==> config.mk <==
export PLATFORM = sky130hd
export DESIGN_NAME = pbuf_alloc_unit
export DESIGN_NICKNAME = d
export VERILOG_FILES = /design/src/rtl/pbuf_pkg.sv /design/src/rtl/pbuf_pool.sv /design/src/rtl/pbuf_queue.sv /design/src/rtl/pbuf_alloc_unit.sv
export SDC_FILE = /design/constraint.sdc
export NUM_CORES = 1
export LEC_CHECK = 0
export BUFFER_PORTS_ARGS = -buffer_cell sky130_fd_sc_hd__buf_2
export CORE_UTILIZATION = 32
export CTS_CLUSTER_DIAMETER = 30
export DETAILED_ROUTE_END_ITERATION = 10
export GPL_TIMING_DRIVEN = 0
export PLACE_DENSITY = 0.6
export RECOVER_POWER = 25
export SYNTH_ARGS = -nofsm -noshare
export SYNTH_HDL_FRONTEND = slang
export SYNTH_SLANG_ARGS = --single-unit
export TNS_END_PERCENT = 5
==> constraint.sdc <==
create_clock -name clk -period 4.1 [get_ports clk]
set_input_delay 0.41 -clock clk [delete_from_list [all_inputs] [get_ports clk]]
set_output_delay 0.41 -clock clk [all_outputs]
set_load 0.01 [all_outputs]
==> src/rtl/pbuf_pkg.sv <==
package pbuf_pkg;

   typedef enum logic [2:0] {
      OP_NOP       = 3'd0,
      OP_TX_ALLOC  = 3'd1,
      OP_RESET     = 3'd2,
      OP_RX_DROP   = 3'd3,
      OP_RX_FREE   = 3'd4,
      OP_FREE_PNUM = 3'd5,
      OP_TX_QUEUE  = 3'd6,
      OP_TX_FLUSH  = 3'd7
   } op_e;

   typedef enum logic [1:0] {
      SEL_CMD  = 2'd0,
      SEL_PNUM = 2'd1,
      SEL_ACK  = 2'd2,
      SEL_MASK = 2'd3
   } sel_e;

   localparam int IRQ_RCV     = 0;
   localparam int IRQ_TXDONE  = 1;
   localparam int IRQ_TXEMPTY = 2;
   localparam int IRQ_ALLOC   = 3;

   localparam logic [7:0] ACK_CLEARABLE = 8'hD6;
   localparam logic [7:0] NONE_CODE     = 8'h80;
   localparam logic [7:0] LEVEL_RESET   = 8'h04;

endpackage

==> src/rtl/pbuf_pool.sv <==
module pbuf_pool #(
   parameter int NUM_BUFS = 4,
   localparam int IW = $clog2(NUM_BUFS),
   localparam int CW = $clog2(NUM_BUFS + 1)
) (
   input  logic          clk,
   input  logic          rst_n,
   input  logic          clear,
   input  logic          rel_en,
   input  logic [IW-1:0] rel_idx,
   input  logic          alloc_en,
   output logic          alloc_ok,
   output logic [IW-1:0] alloc_idx,
   output logic          full,
   output logic [CW-1:0] count
);

   logic [NUM_BUFS-1:0] used_q, used_d, rel_vec, avail, grant_vec;

   // release is applied before the allocation search of the same cycle
   always_comb begin
      rel_vec = '0;
      for (int i = 0; i < NUM_BUFS; i++)
         if (rel_en && rel_idx == IW'(i)) rel_vec[i] = 1'b1;
      avail = used_q & ~rel_vec;
   end

   // lowest free index wins
   always_comb begin
      alloc_ok  = 1'b0;
      alloc_idx = '0;
      for (int i = NUM_BUFS - 1; i >= 0; i--) begin
         if (!avail[i]) begin
            alloc_ok  = 1'b1;
            alloc_idx = IW'(i);
         end
      end
   end

   always_comb begin
      grant_vec = '0;
      for (int i = 0; i < NUM_BUFS; i++)
         if (alloc_en && alloc_ok && alloc_idx == IW'(i)) grant_vec[i] = 1'b1;
      used_d = clear ? '0 : (avail | grant_vec);
   end

   always_ff @(posedge clk) begin
      if (!rst_n) used_q <= '0;
      else        used_q <= used_d;
   end

   always_comb begin
      count = '0;
      for (int i = 0; i < NUM_BUFS; i++)
         count = count + CW'(used_q[i]);
   end

   assign full = &used_q;

   assert_grant_marks_R2: assert property (@(posedge clk) disable iff (!rst_n)
      (alloc_en && alloc_ok && !clear) |=> used_q[$past(alloc_idx)]);

endmodule

==> src/rtl/pbuf_queue.sv <==
module pbuf_queue #(
   parameter int DEPTH = 4,
   parameter int W     = 2,
   localparam int CW   = $clog2(DEPTH + 1)
) (
   input  logic          clk,
   input  logic          rst_n,
   input  logic          clear,
   input  logic          push,
   input  logic          pop,
   input  logic [W-1:0]  din,
   output logic [W-1:0]  head,
   output logic [CW-1:0] count,
   output logic [CW-1:0] count_next,
   output logic          empty,
   output logic          full
);

   localparam logic [CW-1:0] DEPTH_C = CW'(DEPTH);

   logic [DEPTH*W-1:0] mem_q, mem_d;
   logic [CW-1:0]      cnt_q, wr_pos;
   logic               pop_e, push_e;

   assign empty  = (cnt_q == '0);
   assign full   = (cnt_q == DEPTH_C);
   assign pop_e  = pop && !empty;
   assign push_e = push && (!full || pop_e);
   assign wr_pos = pop_e ? cnt_q - 1'b1 : cnt_q;

   // entries shift toward slot 0 on a pop; slot 0 is the head
   always_comb begin
      mem_d = pop_e ? (mem_q >> W) : mem_q;
      if (push_e) mem_d[wr_pos*W +: W] = din;
      if (clear)
         count_next = '0;
      else
         count_next = cnt_q + {{(CW-1){1'b0}}, push_e} - {{(CW-1){1'b0}}, pop_e};
   end

   always_ff @(posedge clk) begin
      if (!rst_n) begin
         mem_q <= '0;
         cnt_q <= '0;
      end else begin
         mem_q <= mem_d;
         cnt_q <= count_next;
      end
   end

   assign head  = mem_q[W-1:0];
   assign count = cnt_q;

   assert_no_overflow_R6: assert property (@(posedge clk) disable iff (!rst_n)
      push |-> (!full || pop));

endmodule

==> src/rtl/pbuf_alloc_unit.sv <==
module pbuf_alloc_unit
   import pbuf_pkg::*;
#(
   parameter int NUM_BUFS = 4,
   localparam int IW = $clog2(NUM_BUFS),
   localparam int CW = $clog2(NUM_BUFS + 1)
) (
   input  logic          clk,
   input  logic          rst_n,
   input  logic          host_we,
   input  logic [1:0]    host_sel,
   input  logic [7:0]    host_wdata,
   input  logic          auto_release,
   input  logic          tx_req,
   output logic          tx_ack,
   output logic          txq_valid,
   output logic [7:0]    txq_num,
   input  logic          rx_req,
   output logic          rx_ack,
   output logic          rx_fail,
   output logic [7:0]    rx_num,
   output logic [7:0]    tx_result,
   output logic [7:0]    pkt_num,
   output logic [7:0]    done_head,
   output logic [7:0]    rx_head,
   output logic [CW-1:0] alloc_count,
   output logic [CW-1:0] pool_size,
   output logic [7:0]    irq_level,
   output logic [7:0]    irq_mask,
   output logic          irq
);

   localparam logic [CW-1:0] ONE_C = CW'(1);

   if (NUM_BUFS < 2 || NUM_BUFS > 128 || (NUM_BUFS & (NUM_BUFS - 1)) != 0) begin : g_bad_cfg
      $error("pbuf_alloc_unit: NUM_BUFS must be a power of two from 2 to 128");
   end

   function automatic logic [7:0] widen(input logic [IW-1:0] idx);
      return {{(8-IW){1'b0}}, idx};
   endfunction

   // ---------------- decode ----------------
   op_e  op;
   logic host_cmd, host_ack, host_mask, host_pnum;
   logic tx_serve, rx_serve;
   logic tx_ack_q, rx_ack_q, rx_fail_q;
   logic [7:0] rx_num_q, txres_q, pnum_q, lvl_q, lvl_d, imask_q;

   assign op        = op_e'(host_wdata[7:5]);
   assign host_cmd  = host_we && host_sel == SEL_CMD;
   assign host_pnum = host_we && host_sel == SEL_PNUM;
   assign host_ack  = host_we && host_sel == SEL_ACK;
   assign host_mask = host_we && host_sel == SEL_MASK;

   // queue handles
   logic [IW-1:0] txq_h, dq_h, rxq_h;
   logic [CW-1:0] txq_cnt, txq_nxt, dq_cnt, dq_nxt, rxq_cnt, rxq_nxt;
   logic          txq_empty, txq_full, dq_empty, dq_full, rxq_empty, rxq_full;

   // sideband requests only use cycles free of host writes
   assign tx_serve = !host_we && tx_req && !tx_ack_q && !txq_empty;
   assign rx_serve = !host_we && !tx_serve && rx_req && !rx_ack_q;

   // ---------------- pool ----------------
   logic          rel_en, alloc_en, alloc_ok, pool_full, pool_clear, retry;
   logic [IW-1:0] rel_idx, alloc_idx;

   always_comb begin
      rel_en  = 1'b0;
      rel_idx = '0;
      if (host_cmd && op == OP_RX_FREE && !rxq_empty) begin
         rel_en  = 1'b1;
         rel_idx = rxq_h;
      end else if (host_cmd && op == OP_FREE_PNUM) begin
         rel_en  = 1'b1;
         rel_idx = pnum_q[IW-1:0];
      end else if (tx_serve && auto_release) begin
         rel_en  = 1'b1;
         rel_idx = txq_h;
      end
   end

   assign pool_clear = host_cmd && op == OP_RESET;
   assign retry      = rel_en && txres_q == NONE_CODE;
   assign alloc_en   = (host_cmd && op == OP_TX_ALLOC) || retry || rx_serve;

   pbuf_pool #(.NUM_BUFS(NUM_BUFS)) u_pool (
      .clk(clk), .rst_n(rst_n), .clear(pool_clear),
      .rel_en(rel_en), .rel_idx(rel_idx), .alloc_en(alloc_en),
      .alloc_ok(alloc_ok), .alloc_idx(alloc_idx),
      .full(pool_full), .count(alloc_count)
   );

   // ---------------- lists ----------------
   logic tx_clear;
   assign tx_clear = host_cmd && (op == OP_RESET || op == OP_TX_FLUSH);

   pbuf_queue #(.DEPTH(NUM_BUFS), .W(IW)) u_txq (
      .clk(clk), .rst_n(rst_n), .clear(tx_clear),
      .push(host_cmd && op == OP_TX_QUEUE && !txq_full),
      .pop(tx_serve), .din(pnum_q[IW-1:0]),
      .head(txq_h), .count(txq_cnt), .count_next(txq_nxt),
      .empty(txq_empty), .full(txq_full)
   );

   pbuf_queue #(.DEPTH(NUM_BUFS), .W(IW)) u_doneq (
      .clk(clk), .rst_n(rst_n), .clear(tx_clear),
      .push(tx_serve && !auto_release && !dq_full),
      .pop(host_ack && host_wdata[IRQ_TXDONE]), .din(txq_h),
      .head(dq_h), .count(dq_cnt), .count_next(dq_nxt),
      .empty(dq_empty), .full(dq_full)
   );

   pbuf_queue #(.DEPTH(NUM_BUFS), .W(IW)) u_rxq (
      .clk(clk), .rst_n(rst_n), .clear(pool_clear),
      .push(rx_serve && alloc_ok && !rxq_full),
      .pop(host_cmd && (op == OP_RX_DROP || op == OP_RX_FREE)), .din(alloc_idx),
      .head(rxq_h), .count(rxq_cnt), .count_next(rxq_nxt),
      .empty(rxq_empty), .full(rxq_full)
   );

   // ---------------- interrupt level ----------------
   always_comb begin
      lvl_d = lvl_q;
      if (host_ack) lvl_d = lvl_d & ~(host_wdata & ACK_CLEARABLE);
      if (host_cmd && op == OP_TX_ALLOC) lvl_d[IRQ_ALLOC] = alloc_ok;
      if (retry && alloc_ok) lvl_d[IRQ_ALLOC] = 1'b1;
      if (host_cmd && (op == OP_RX_DROP || op == OP_RX_FREE))
         lvl_d[IRQ_RCV] = (rxq_cnt > ONE_C);
      if (rx_serve && alloc_ok) lvl_d[IRQ_RCV] = 1'b1;
      if (txq_nxt == '0) lvl_d[IRQ_TXEMPTY] = 1'b1;
      if (dq_nxt != '0)  lvl_d[IRQ_TXDONE]  = 1'b1;
   end

   // ---------------- registers ----------------
   always_ff @(posedge clk) begin
      if (!rst_n) begin
         txres_q   <= '0;
         pnum_q    <= '0;
         lvl_q     <= LEVEL_RESET;
         imask_q   <= '0;
         tx_ack_q  <= 1'b0;
         rx_ack_q  <= 1'b0;
         rx_fail_q <= 1'b0;
         rx_num_q  <= NONE_CODE;
      end else begin
         lvl_q    <= lvl_d;
         tx_ack_q <= tx_serve;
         rx_ack_q <= rx_serve;
         if (host_pnum) pnum_q  <= host_wdata;
         if (host_mask) imask_q <= host_wdata;
         if (pool_clear)
            txres_q <= '0;
         else if (host_cmd && op == OP_TX_ALLOC)
            txres_q <= alloc_ok ? widen(alloc_idx) : NONE_CODE;
         else if (retry && alloc_ok)
            txres_q <= widen(alloc_idx);
         if (rx_serve) begin
            rx_fail_q <= !alloc_ok;
            rx_num_q  <= alloc_ok ? widen(alloc_idx) : NONE_CODE;
         end
      end
   end

   assign tx_ack    = tx_ack_q;
   assign rx_ack    = rx_ack_q;
   assign rx_fail   = rx_fail_q;
   assign rx_num    = rx_num_q;
   assign tx_result = txres_q;
   assign pkt_num   = pnum_q;
   assign txq_valid = !txq_empty;
   assign txq_num   = widen(txq_h);
   assign done_head = dq_empty  ? NONE_CODE : widen(dq_h);
   assign rx_head   = rxq_empty ? NONE_CODE : widen(rxq_h);
   assign pool_size = CW'(NUM_BUFS);
   assign irq_level = lvl_q;
   assign irq_mask  = imask_q;
   assign irq       = |(lvl_q & imask_q);

   // ---------------- assertions ----------------
   assert_txempty_held_R9: assert property (@(posedge clk) disable iff (!rst_n)
      (txq_cnt == '0) |-> irq_level[IRQ_TXEMPTY]);

   assert_done_held_R9: assert property (@(posedge clk) disable iff (!rst_n)
      (dq_cnt != '0) |-> irq_level[IRQ_TXDONE]);

   assert_pending_only_full_R4: assert property (@(posedge clk) disable iff (!rst_n)
      (tx_result == NONE_CODE) |-> pool_full);

   assert_side_deferred_R12: assert property (@(posedge clk) disable iff (!rst_n)
      host_we |=> !(tx_ack || rx_ack));

   assert_rx_grant_rcv_R7: assert property (@(posedge clk) disable iff (!rst_n)
      (rx_ack && !rx_fail) |-> irq_level[IRQ_RCV]);

   assert_rcv_clears_last_R8: assert property (@(posedge clk) disable iff (!rst_n)
      (host_cmd && (op == OP_RX_DROP || op == OP_RX_FREE) && rxq_cnt <= ONE_C)
      |=> !irq_level[IRQ_RCV]);

   assert_ack_keeps_alloc_R10: assert property (@(posedge clk) disable iff (!rst_n)
      host_ack |=> irq_level[IRQ_ALLOC] == $past(irq_level[IRQ_ALLOC]));

endmodule

Yosys cells after proc, flatten, opt, wreduce, memory -nomap -nowiden. Cells that the tools add are included. W data, S select, Z words.

Bits in registers: 80. Latch bits: 0. Memory bits (writable): 0. Bits in read-only memories: 0. Input port bits: 16. Output and inout port bits: 75. Logic and storage cells: 191. Memories: 0.

Add/subtract/negate cells: 15. Multiply operators: 0. Divide/modulo/power cells: 0. Order comparisons: 1. Equality and inequality tests: 20. Shift-type cells: 6. Muxes and demuxes: 47. Bitwise operators: 7. Reductions and logical operators: 76.

Operator list (count): $neg A4 Y34 (3); $shift A2 B34 Y8 const A (3); $shiftx A2 B34 Y8 (3); $mux W8 (11); $logic_and A1 B1 Y1 (42); $bwmux W8 (3); $eq A3 B3 Y1 const B (7); $mux W1 (20); $and A8 B8 Y8 (2); $add A3 B1 Y3 (5); $mux W3 (5); $mux W2 (7); $eq A2 B2 Y1 const B (6); $logic_not A1 Y1 (12); $logic_not A3 Y1 (4); $reduce_bool A3 Y1 (3); $sub A3 B1 Y3 (3); $sub A3 B1 Y3 const B (3); $eq A8 B8 Y1 const B (1); $not A8 Y8 (1); $reduce_or A8 Y1 (1); $logic_or A1 B1 Y1 (7); $eq A2 B1 Y1 const B (3); $eq A3 B2 Y1 const B (2); 11 further kinds (15).

Logic depth before layout (Yosys ltp). Gate-level depths: netlist (run 1).

Depth in word-level cells: 22. Mapped depth: 15. Mapped depth without buffers: 15.

Hierarchy. A second synthesis (run 1) with hierarchy kept.

Cells, all modules: 508. Area, all modules: 4544.4 um^2.

Modules (own cells, without submodules): pbuf_queue (instances 3, cells each 93, area each 828.3 um^2, sequential area each 220.2 um^2); pbuf_alloc_unit (instances 1, cells each 186, area each 1722.9 um^2, sequential area each 640.6 um^2); pbuf_pool (instances 1, cells each 43, area each 336.6 um^2, sequential area each 80.1 um^2).

Least setup slack after synthesis (run 1). No wires, ideal clock.

Kind: input to register. From: input port host_wdata[7]. To: register u_rxq.mem_q[7]. Setup time: 65 ps. Arrival: 3103 ps. Data required time: 4035 ps. Path slack: 932 ps. Stages on the path: 14. Path buffers: 2. Cells stage by stage: buf_2 > or3b_1 > a21o_1 > nand2b_1 > buf_2 > clkinv_1 > ha_1 > ha_1 > ha_1 > nor4b_1 > nand2_1 > nor2_2 > mux2_1 > nor2_1.

Longest elaborated chain between the ends: 17. Elaborated cells between the ends (all ways): 46. Those cells by class: add/sub (1); eq/ne (6); shift (2); mux (20); bitwise (2); reduce/logical (15).

RTL lines: start: declaration (line pbuf_alloc_unit.sv:12) `input logic [7:0] host_wdata,`; parallel branches: the longest is 16 deep, another holds $not A4 Y4; $mux W8 * (line pbuf_queue.sv:34) `if (push_e) mem_d[wr_pos*W +: W] = din;`; end signal: assignment (line pbuf_queue.sv:46) `mem_q <= mem_d;`; end: declaration (line pbuf_queue.sv:21) `logic [DEPTH*W-1:0] mem_q, mem_d;`.

Mark *: on every way between the ends. A chain may end at the register's enable or synchronous reset.

Worst setup path in the final report (run 1).
From: register u_txq.cnt_q[1] (netlist: u_txq.count[1]). To: register u_txq.mem_q[6].

Longest elaborated chain between the ends: 9. Elaborated cells between the ends (all ways): 17. Those cells by class: add/sub (2); eq/ne (1); shift (2); mux (4); reduce/logical (8).

RTL lines: start: declaration (line pbuf_queue.sv:22) `logic [CW-1:0] cnt_q, wr_pos;`; start signal: assignment (line pbuf_queue.sv:47) `cnt_q <= count_next;`; parallel branches: the longest is 8 deep, another holds $neg A4 Y34; $mux W8 * (line pbuf_queue.sv:34); end signal: assignment (line pbuf_queue.sv:46); end: declaration (line pbuf_queue.sv:21).

Marked as above.

==> results of run 1 <==
cells in the mapped netlist, drive strengths merged, types with 5 or more instances:
cell type	n	area share, %
nand2	59	5.4
inv	25	2.3
nand3b	6	1.1
mux2i	28	6.8
clkbuf	10	0.91
nor2	44	4.1
nor3b	5	1.3
nand3	20	2.7
a211oi	11	2.0
a21oi	19	2.3
o21ai	7	0.94
nand2b	8	1.2
and2	14	2.1
xnor2	5	1.1
ha	22	6.7
dfxtp	69	34
buf	39	7.0
nand4	10	1.5
a31oi	6	0.91
flip-flops by register name, summed over array words and instances (netlist names):
| register | cells |
|---|---|
| u_rxq.count | 3 |
| u_doneq.count | 3 |
| irq_mask | 8 |
| irq_level | 7 |
| rx_fail | 1 |
| u_txq.count | 3 |
| rx_num | 3 |
| u_txq.mem_q | 8 |
| u_pool.used_q | 4 |
| pkt_num | 8 |
| u_rxq.mem_q | 8 |
| u_doneq.mem_q | 8 |
| tx_ack | 1 |
| tx_result | 3 |
| rx_ack | 1 |
worst max path at each step:
stage	start	end	slack [ns]	depth (start not counted)
after detailed placement	host_wdata[6]	u_rxq.mem_q[5]$_SDFF_PN0_	0.48	14
after floorplan	host_wdata[7]	u_rxq.mem_q[7]$_SDFF_PN0_	0.93	14
after global routing	u_txq.count[1]$_SDFF_PN0_	u_txq.mem_q[7]$_SDFF_PN0_	0.20	13
after CTS	u_txq.count[1]$_SDFF_PN0_	irq_level[2]$_SDFFE_PP1P_	0.52	13
final	u_txq.count[1]$_SDFF_PN0_	u_txq.mem_q[6]$_SDFF_PN0_	0.51	13
after global placement	host_wdata[6]	u_rxq.mem_q[0]$_SDFF_PN0_	0.56	14
worst max-delay path, stage by stage, from the launching register on:
cell and delay, ns:
dfxtp_1 0.32, inv_1 0.14, ha_1 0.19, nor2b_1 0.38
inv_2 0.16, nand3_1 0.36, inv_1 0.23, ha_1 0.38
ha_1 0.20, ha_1 0.28, nor3b_2 0.20, nor3b_2 0.32
mux2i_1 0.24, nor2_1 0.06
logic make-up after synthesis:
group,count (synthesis)
AND/OR/NAND/NOR,192
buffers and inverters,75
AO/OA/AOI/OAI,73
flip-flops,69
multiplexers,31
adder cells (fa/ha/maj),26
XOR/XNOR,9
other,2
where the power goes:
group	leakage [nW]	internal (mW)	switching, mW	total (mW)
sequential	0.558	0.704	0.0339	0.738
clock	0.140	0.424	0.333	0.757
combinational	1.54	0.205	0.301	0.505
total	2.24	1.33	0.667	2.00
layer usage:
metal  global-route usage, %  vias up  share of wire (%)
met3                    3.16       12                5.6
met5                       0        -                  0
li1                        -     1803                  -
met2                    27.5       96                 45
met4                    6.58        0                1.5
met1                    23.0     1736                 47
per-stage QoR:
step           util (%)  power (mW)  area [um^2]
2_1_floorplan         -        1.12         4220
3_3_place_gp       37.5        1.24         4720
3_5_place_dp       37.5        1.26         4720
4_1_cts            39.8        2.02         5010
5_1_grt            39.6        2.12         4980
6_report           39.6        2.00         4980
area by class of cell:
class	count	area (um^2)	area share, %
multi-input cells	361	2410	48.5
repair buffers	57	255	5.13
inverters	26	97.6	1.96
flip-flops and latches	69	1380	27.8
plain buffers	49	323	6.49
well taps	172	215	4.32
clock buffers	9	225	4.53
clock inverters	7	65.1	1.31
==> results.yml, run 1 <==
status:
  outcome: "completed"
flow_run:
  drv_cap: 0
layout:
  layout-drive-gt1-share_pct: 17.8
  final.fill_count: 1341
  layout.nets: 615
  area_growth_pct: 21.0
  final_cell_mix: "dfxtp_1, nand2_1, nor2_1"
  instances_no_fill: 750
  num_antenna_cells: 0
  final_common_cell: "dfxtp_1"
synth:
  muxShareOfSynthArea_pct: 7.64
  synth-adder-area-share_pct: 8.64
  syn_area_um2: 4110
  ys.flop_type: "dfxtp_1"
  synth_cells: 477
  synth_edf_count: 0
  yosysWarnings: 0
  synth_compound_area_share_pct: 12.8
  yosysSeqAreaShare_pct: 33.6
  synth-xor-area-share_pct: 1.92
  async_flop_share_pct: 0
  ys_types: 68
  synth_top_family_by_area: "simple AND/OR/NAND/NOR gates"
  avgSynthCellArea_um2: 8.62
  synth_simple_gate_area_share_pct: 25.0
  synth-seq-cells: 69
floorplan:
  io_pins: 91
  coreArea_um2: 12600
  row_count: 41
  initial_core_util_pct: 32.7
  chipWidth_um: 115
  dieArea_um2: 13300
  die_h_um: 115
drt:
  drt-total-wl_um: 10700
  firstDrtPassIters: 5
  dr_total_vias: 3647
  first_iter_violations: 171
  ant_nets: 0
  viasPerCell: 4.86
  drc: 0
  wl_per_cell_um: 14.2
hold_path:
  holdCritStartpoint: "host_wdata[4]"
  hold_path_class: "in -> reg"
  min_delay_path_depth: 2
  min_to: "irq_level[4]$_SDFFE_PN0P_"
cts:
  cts_tree: "done"
  clkLatencyLatePin_ns: 0.34
  cts.path.max_buffers: 2
  htreeDepth: 3
  path_clk_slew_ns: 0.07
  post_cts_buffers: 0
  post_cts_resize_count: 0
  cts_buffers: 9
  cts_hold_buf: 0
  clockRootBuffer: "clkbuf_16"
  cts.sinks: 69
critical_path:
  regToRegSetupSlack_ns: 0.51
  rr_startpoint: "u_txq.count[1]$_SDFF_PN0_"
  required_ns: 4.31
  start_kind: "flop"
  r2r_cells: 13
  worstSetupPathType: "reg -> reg"
  reg2reg_to: "u_txq.mem_q[6]$_SDFF_PN0_"
  crit_path_end_kind: "flop"
  arrival_ns: 3.80
  path_max_fanout: 9
grt:
  grt_pass1_wl_um: 17800
  grt_max_degree: 16
  grt_overflow: 0
  grt_pass1_vias: 3491
  gr-usage-all-layers_pct: 17.2
  antenna_found_initial: 0
pwr:
  ir_drop_mv: 0.281
  powerDensity_nw_per_um2: 402
  p_leak_nw: 2.24
timing:
  fin_skew_ns: 0.00818
  worst_pin_slew_ns: 0.670
  holdWs_ns: 0.273
  relSlewSlack_pct: 55.3
  period_minus_slack_ns: 3.59
  timing.final.ws_setup_ns: 0.508
  setup_viol: 0
  min_period_over_period_pct: 87.6
  tns_ns: 0
  report.final.slew_viol_count: 0
  fmax_ghz: 0.278
  rsz0062_at_grt: "no"
  hold_violations: 0
placed_design:
  placed_cells: 734
  io_buffers: 57
  dp_hpwl_um: 8290
  dp_slack_ns: 0.481
  gp_congestion: 0.836
No activity file was read; power rests on OpenSTA's default activity.
==> run 2, diff against run 1 <==
- CORE_UTILIZATION: 32 -> 55
- PLACE_DENSITY: 0.6 -> 0.89
==> results.yml, run 2 (synthesized netlist as in run 1, its figures left out) <==
drt:
  viasPerCell: 5.61
  dr_total_vias: 3799
  drc: 0
  drt-total-wl_um: 9950
  wl_per_cell_um: 14.7
  ant_nets: 0
  first_iter_violations: 240
  firstDrtPassIters: 5
placed_design:
  placed_cells: 661
  io_buffers: 57
  dp_slack_ns: 0.505
  dp_hpwl_um: 7460
  gp_congestion: 0.875
grt:
  grt_pass1_vias: 3552
  grt_pass1_wl_um: 16300
  antenna_found_initial: 0
  grt_max_degree: 15
  grt_overflow: 0
  gr-usage-all-layers_pct: 27.2
cts:
  post_cts_buffers: 0
  cts_buffers: 9
  cts_hold_buf: 0
  clkLatencyLatePin_ns: 0.35
  htreeDepth: 3
  cts.sinks: 69
  cts.path.max_buffers: 2
  cts_tree: "done"
  path_clk_slew_ns: 0.08
  clockRootBuffer: "clkbuf_8"
  post_cts_resize_count: 0
timing:
  setup_viol: 0
  min_period_over_period_pct: 88.7
  hold_violations: 0
  fmax_ghz: 0.275
  report.final.slew_viol_count: 0
  relSlewSlack_pct: 60.2
  period_minus_slack_ns: 3.64
  timing.final.ws_setup_ns: 0.464
  worst_pin_slew_ns: 0.596
  rsz0062_at_grt: "no"
  tns_ns: 0
  fin_skew_ns: 0.00514
pwr:
  p_leak_nw: 2.25
  p_total_mw: 1.89
  ir_drop_mv: 0.270
  powerDensity_nw_per_um2: 390
hold_path:
  hold_path_class: "in -> reg"
floorplan:
  row_count: 31
  initial_core_util_pct: 56.7
  coreArea_um2: 7250
  die_h_um: 88.5
  io_pins: 91
  chipWidth_um: 88.5
  dieArea_um2: 7830
critical_path:
  crit_path_end_kind: "flop"
  start_kind: "flop"
  arrival_ns: 3.87
  worstSetupPathType: "reg -> reg"
  path_max_fanout: 9
  required_ns: 4.34
layout:
  multiInputGateArea_um2: 2410
  instances_no_fill: 677
  final_cell_mix: "dfxtp_1, nand2_1, buf_2"
  final.fill_count: 607
  layout-drive-gt1-share_pct: 19.2
  seqCellArea_um2: 1380
  final_common_cell: "dfxtp_1"
  num_antenna_cells: 0
  layout.nets: 615
  area_growth_pct: 17.6
status:
  outcome: "completed"
flow_run:
  drv_cap: 0
-- run 2: final cells by class --
cell class / instances / area share [%]
sequential: 69 / 28.6
inverter: 26 / 2.02
buffer: 49 / 6.68
timing repair buffer: 57 / 5.49
clock inverter: 7 / 2.17
multi-input combinational: 361 / 49.9
clock buffer: 9 / 2.56
tap: 99 / 2.56
-- run 2: worst paths after layout --
path	end	startpoint	slack, ns	depth (start not counted)
max	irq_level[2]$_SDFFE_PP1P_	u_txq.count[1]$_SDFF_PN0_	0.46	13
min reg2reg	irq_level[4]$_SDFFE_PN0P_	irq_level[4]$_SDFFE_PN0P_	0.47	2
max reg2reg	irq_level[2]$_SDFFE_PP1P_	u_txq.count[1]$_SDFF_PN0_	0.46	13
min	irq_level[4]$_SDFFE_PN0P_	host_wdata[4]	0.25	2
-- run 2: layer usage --
layer | wire (um) | track usage, % | vias up
met1 | 4190 | 32.7 | 1783
met3 | 787 | 7.46 | 38
li1 | - | - | 1796
met2 | 4700 | 44.5 | 182
met4 | 276 | 14.2 | 0
met5 | 0 | 0 | -
-- run 2: power by group --
part | switching, mW | leakage, nW | internal [mW] | total [mW]
Clock | 0.290 | 0.112 | 0.352 | 0.642
Combinational | 0.302 | 1.58 | 0.205 | 0.508
Sequential | 0.0334 | 0.558 | 0.703 | 0.737
Total | 0.626 | 2.25 | 1.26 | 1.89
-- run 2: stage by stage --
stage                     utilization (%)  hold slack [ns]  instance area, um^2
after CTS                            66.9            0.239                 4850
after global routing                 66.6            0.234                 4830
after global placement               63.8            0.443                 4630
after detailed placement             63.8            0.451                 4630
after floorplan                         -            0.450                 4220
final                                66.6            0.252                 4830
-- run 2: critical path, cell delays in order, from the launching register on --
cell      delay [ns]
dfxtp_1         0.33
inv_1           0.15
ha_1            0.19
nor2b_1         0.40
inv_2           0.16
nand3_1         0.35
inv_1           0.22
ha_1            0.41
inv_1           0.11
ha_1            0.21
fa_1            0.37
xor2_1          0.16
xnor2_1         0.14
o311ai_0        0.31
==> run 3, diff against run 2 <==
- CELL_PAD_IN_SITES_DETAIL_PLACEMENT: not set -> 1
- CELL_PAD_IN_SITES_GLOBAL_PLACEMENT: not set -> 2
- CORE_UTILIZATION: 55 -> 32
- PLACE_DENSITY: 0.89 -> 0.88
==> results.yml, run 3 (synthesized netlist as in run 1, its figures left out) <==
critical_path:
  required_ns: 4.28
  regToRegSetupSlack_ns: 0.34
  worstSetupPathType: "reg -> reg"
  arrival_ns: 3.94
  start_kind: "flop"
  crit_path_start: "u_txq.count[1]$_SDFF_PN0_"
  rr_startpoint: "u_txq.count[1]$_SDFF_PN0_"
  path_max_fanout: 9
  crit_path_end_kind: "flop"
timing:
  report.final.slew_viol_count: 0
  fmax_ghz: 0.266
  period_minus_slack_ns: 3.76
  fin_skew_ns: 0.00592
  setup_viol: 0
  worst_pin_slew_ns: 0.644
  timing.final.ws_setup_ns: 0.344
  rsz0062_at_grt: "no"
  min_period_over_period_pct: 91.6
  relSlewSlack_pct: 57.1
  tns_ns: 0
  hold_violations: 0
  holdWs_ns: 0.302
floorplan:
  initial_core_util_pct: 32.7
  coreArea_um2: 12600
  die_h_um: 115
  row_count: 41
  chipWidth_um: 115
  io_pins: 91
  dieArea_um2: 13300
cts:
  cts.sinks: 69
  cts.path.max_buffers: 2
  path_clk_slew_ns: 0.06
  cts_hold_buf: 0
  post_cts_buffers: 0
  cts_buffers: 9
  post_cts_resize_count: 0
  clockRootBuffer: "clkbuf_16"
  htreeDepth: 3
  clkLatencyLatePin_ns: 0.34
  cts_tree: "done"
drt:
  viasPerCell: 4.94
  ant_nets: 0
  drc: 0
  firstDrtPassIters: 4
  first_iter_violations: 134
  dr_total_vias: 3696
  wl_per_cell_um: 15.7
  drt-total-wl_um: 11800
layout:
  area_growth_pct: 21.0
  layout.nets: 615
  layout-drive-gt1-share_pct: 17.5
  final_cell_mix: "dfxtp_1, nand2_1, nor2_1"
  utilization_pct: 39.6
  final_common_cell: "dfxtp_1"
  fin_area_um2: 4980
  num_antenna_cells: 0
  instances_no_fill: 748
status:
  outcome: "completed"
pwr:
  powerDensity_nw_per_um2: 407
  ir_drop_mv: 0.169
  p_leak_nw: 2.23
  p_total_mw: 2.03
hold_path:
  holdCritStartpoint: "host_wdata[4]"
  hold_path_class: "in -> reg"
placed_design:
  post_dp_cell_area_um2: 4720
  dp_slack_ns: 0.281
  placed_cells: 734
  dp_hpwl_um: 9210
  io_buffers: 57
  gp_congestion: 0.817
grt:
  grt_max_degree: 12
  antenna_found_initial: 0
  grt_overflow: 0
  grt_pass1_wl_um: 19100
  grt_pass1_vias: 3807
  gr-usage-all-layers_pct: 18.9
flow_run:
  drv_cap: 0
## run 3: worst paths after layout
check	end	cells past startpoint
worst max-delay path	irq_level[2]$_SDFFE_PP1P_	13
worst min-delay path	irq_level[4]$_SDFFE_PN0P_	2
worst max register to register	irq_level[2]$_SDFFE_PP1P_	13
worst min register to register	rx_fail$_SDFFE_PN0P_	2
## run 3: area by class of cell
class / count / area [um^2]
Buffer: 49 / 324
Tap cell: 172 / 215
Inverter: 26 / 97.6
Multi-Input combinational cell: 361 / 2420
Fill cell: 1586 / 7590
Clock inverter: 4 / 50.0
Sequential cell: 69 / 1380
Timing Repair Buffer: 57 / 253
Clock buffer: 10 / 239
## run 3: power by group
part,internal (mW),total (mW),switching [mW]
registers,0.705,0.739,0.0345
logic,0.206,0.519,0.313
clock network,0.479,0.769,0.290
total,1.39,2.03,0.638
## run 3: critical path, cell delays in order (launching register included)
cell and delay [ns]:
dfxtp_1 0.33, inv_1 0.16, ha_1 0.20, nor2b_2 0.30, inv_2 0.15, nand3_1 0.34, inv_1 0.23, ha_1 0.40
inv_1 0.10, ha_1 0.20, fa_1 0.39, xor2_1 0.17, xnor2_1 0.15, o311ai_0 0.45
## run 3: metal layers
layer  track usage [%]  up-vias  wire (um)
li1                  -     1800          -
met1              23.4     1797       5450
met2              32.5       86       5650
met3              3.80       13        507
met4              6.41        0        153
met5                 0        -          0
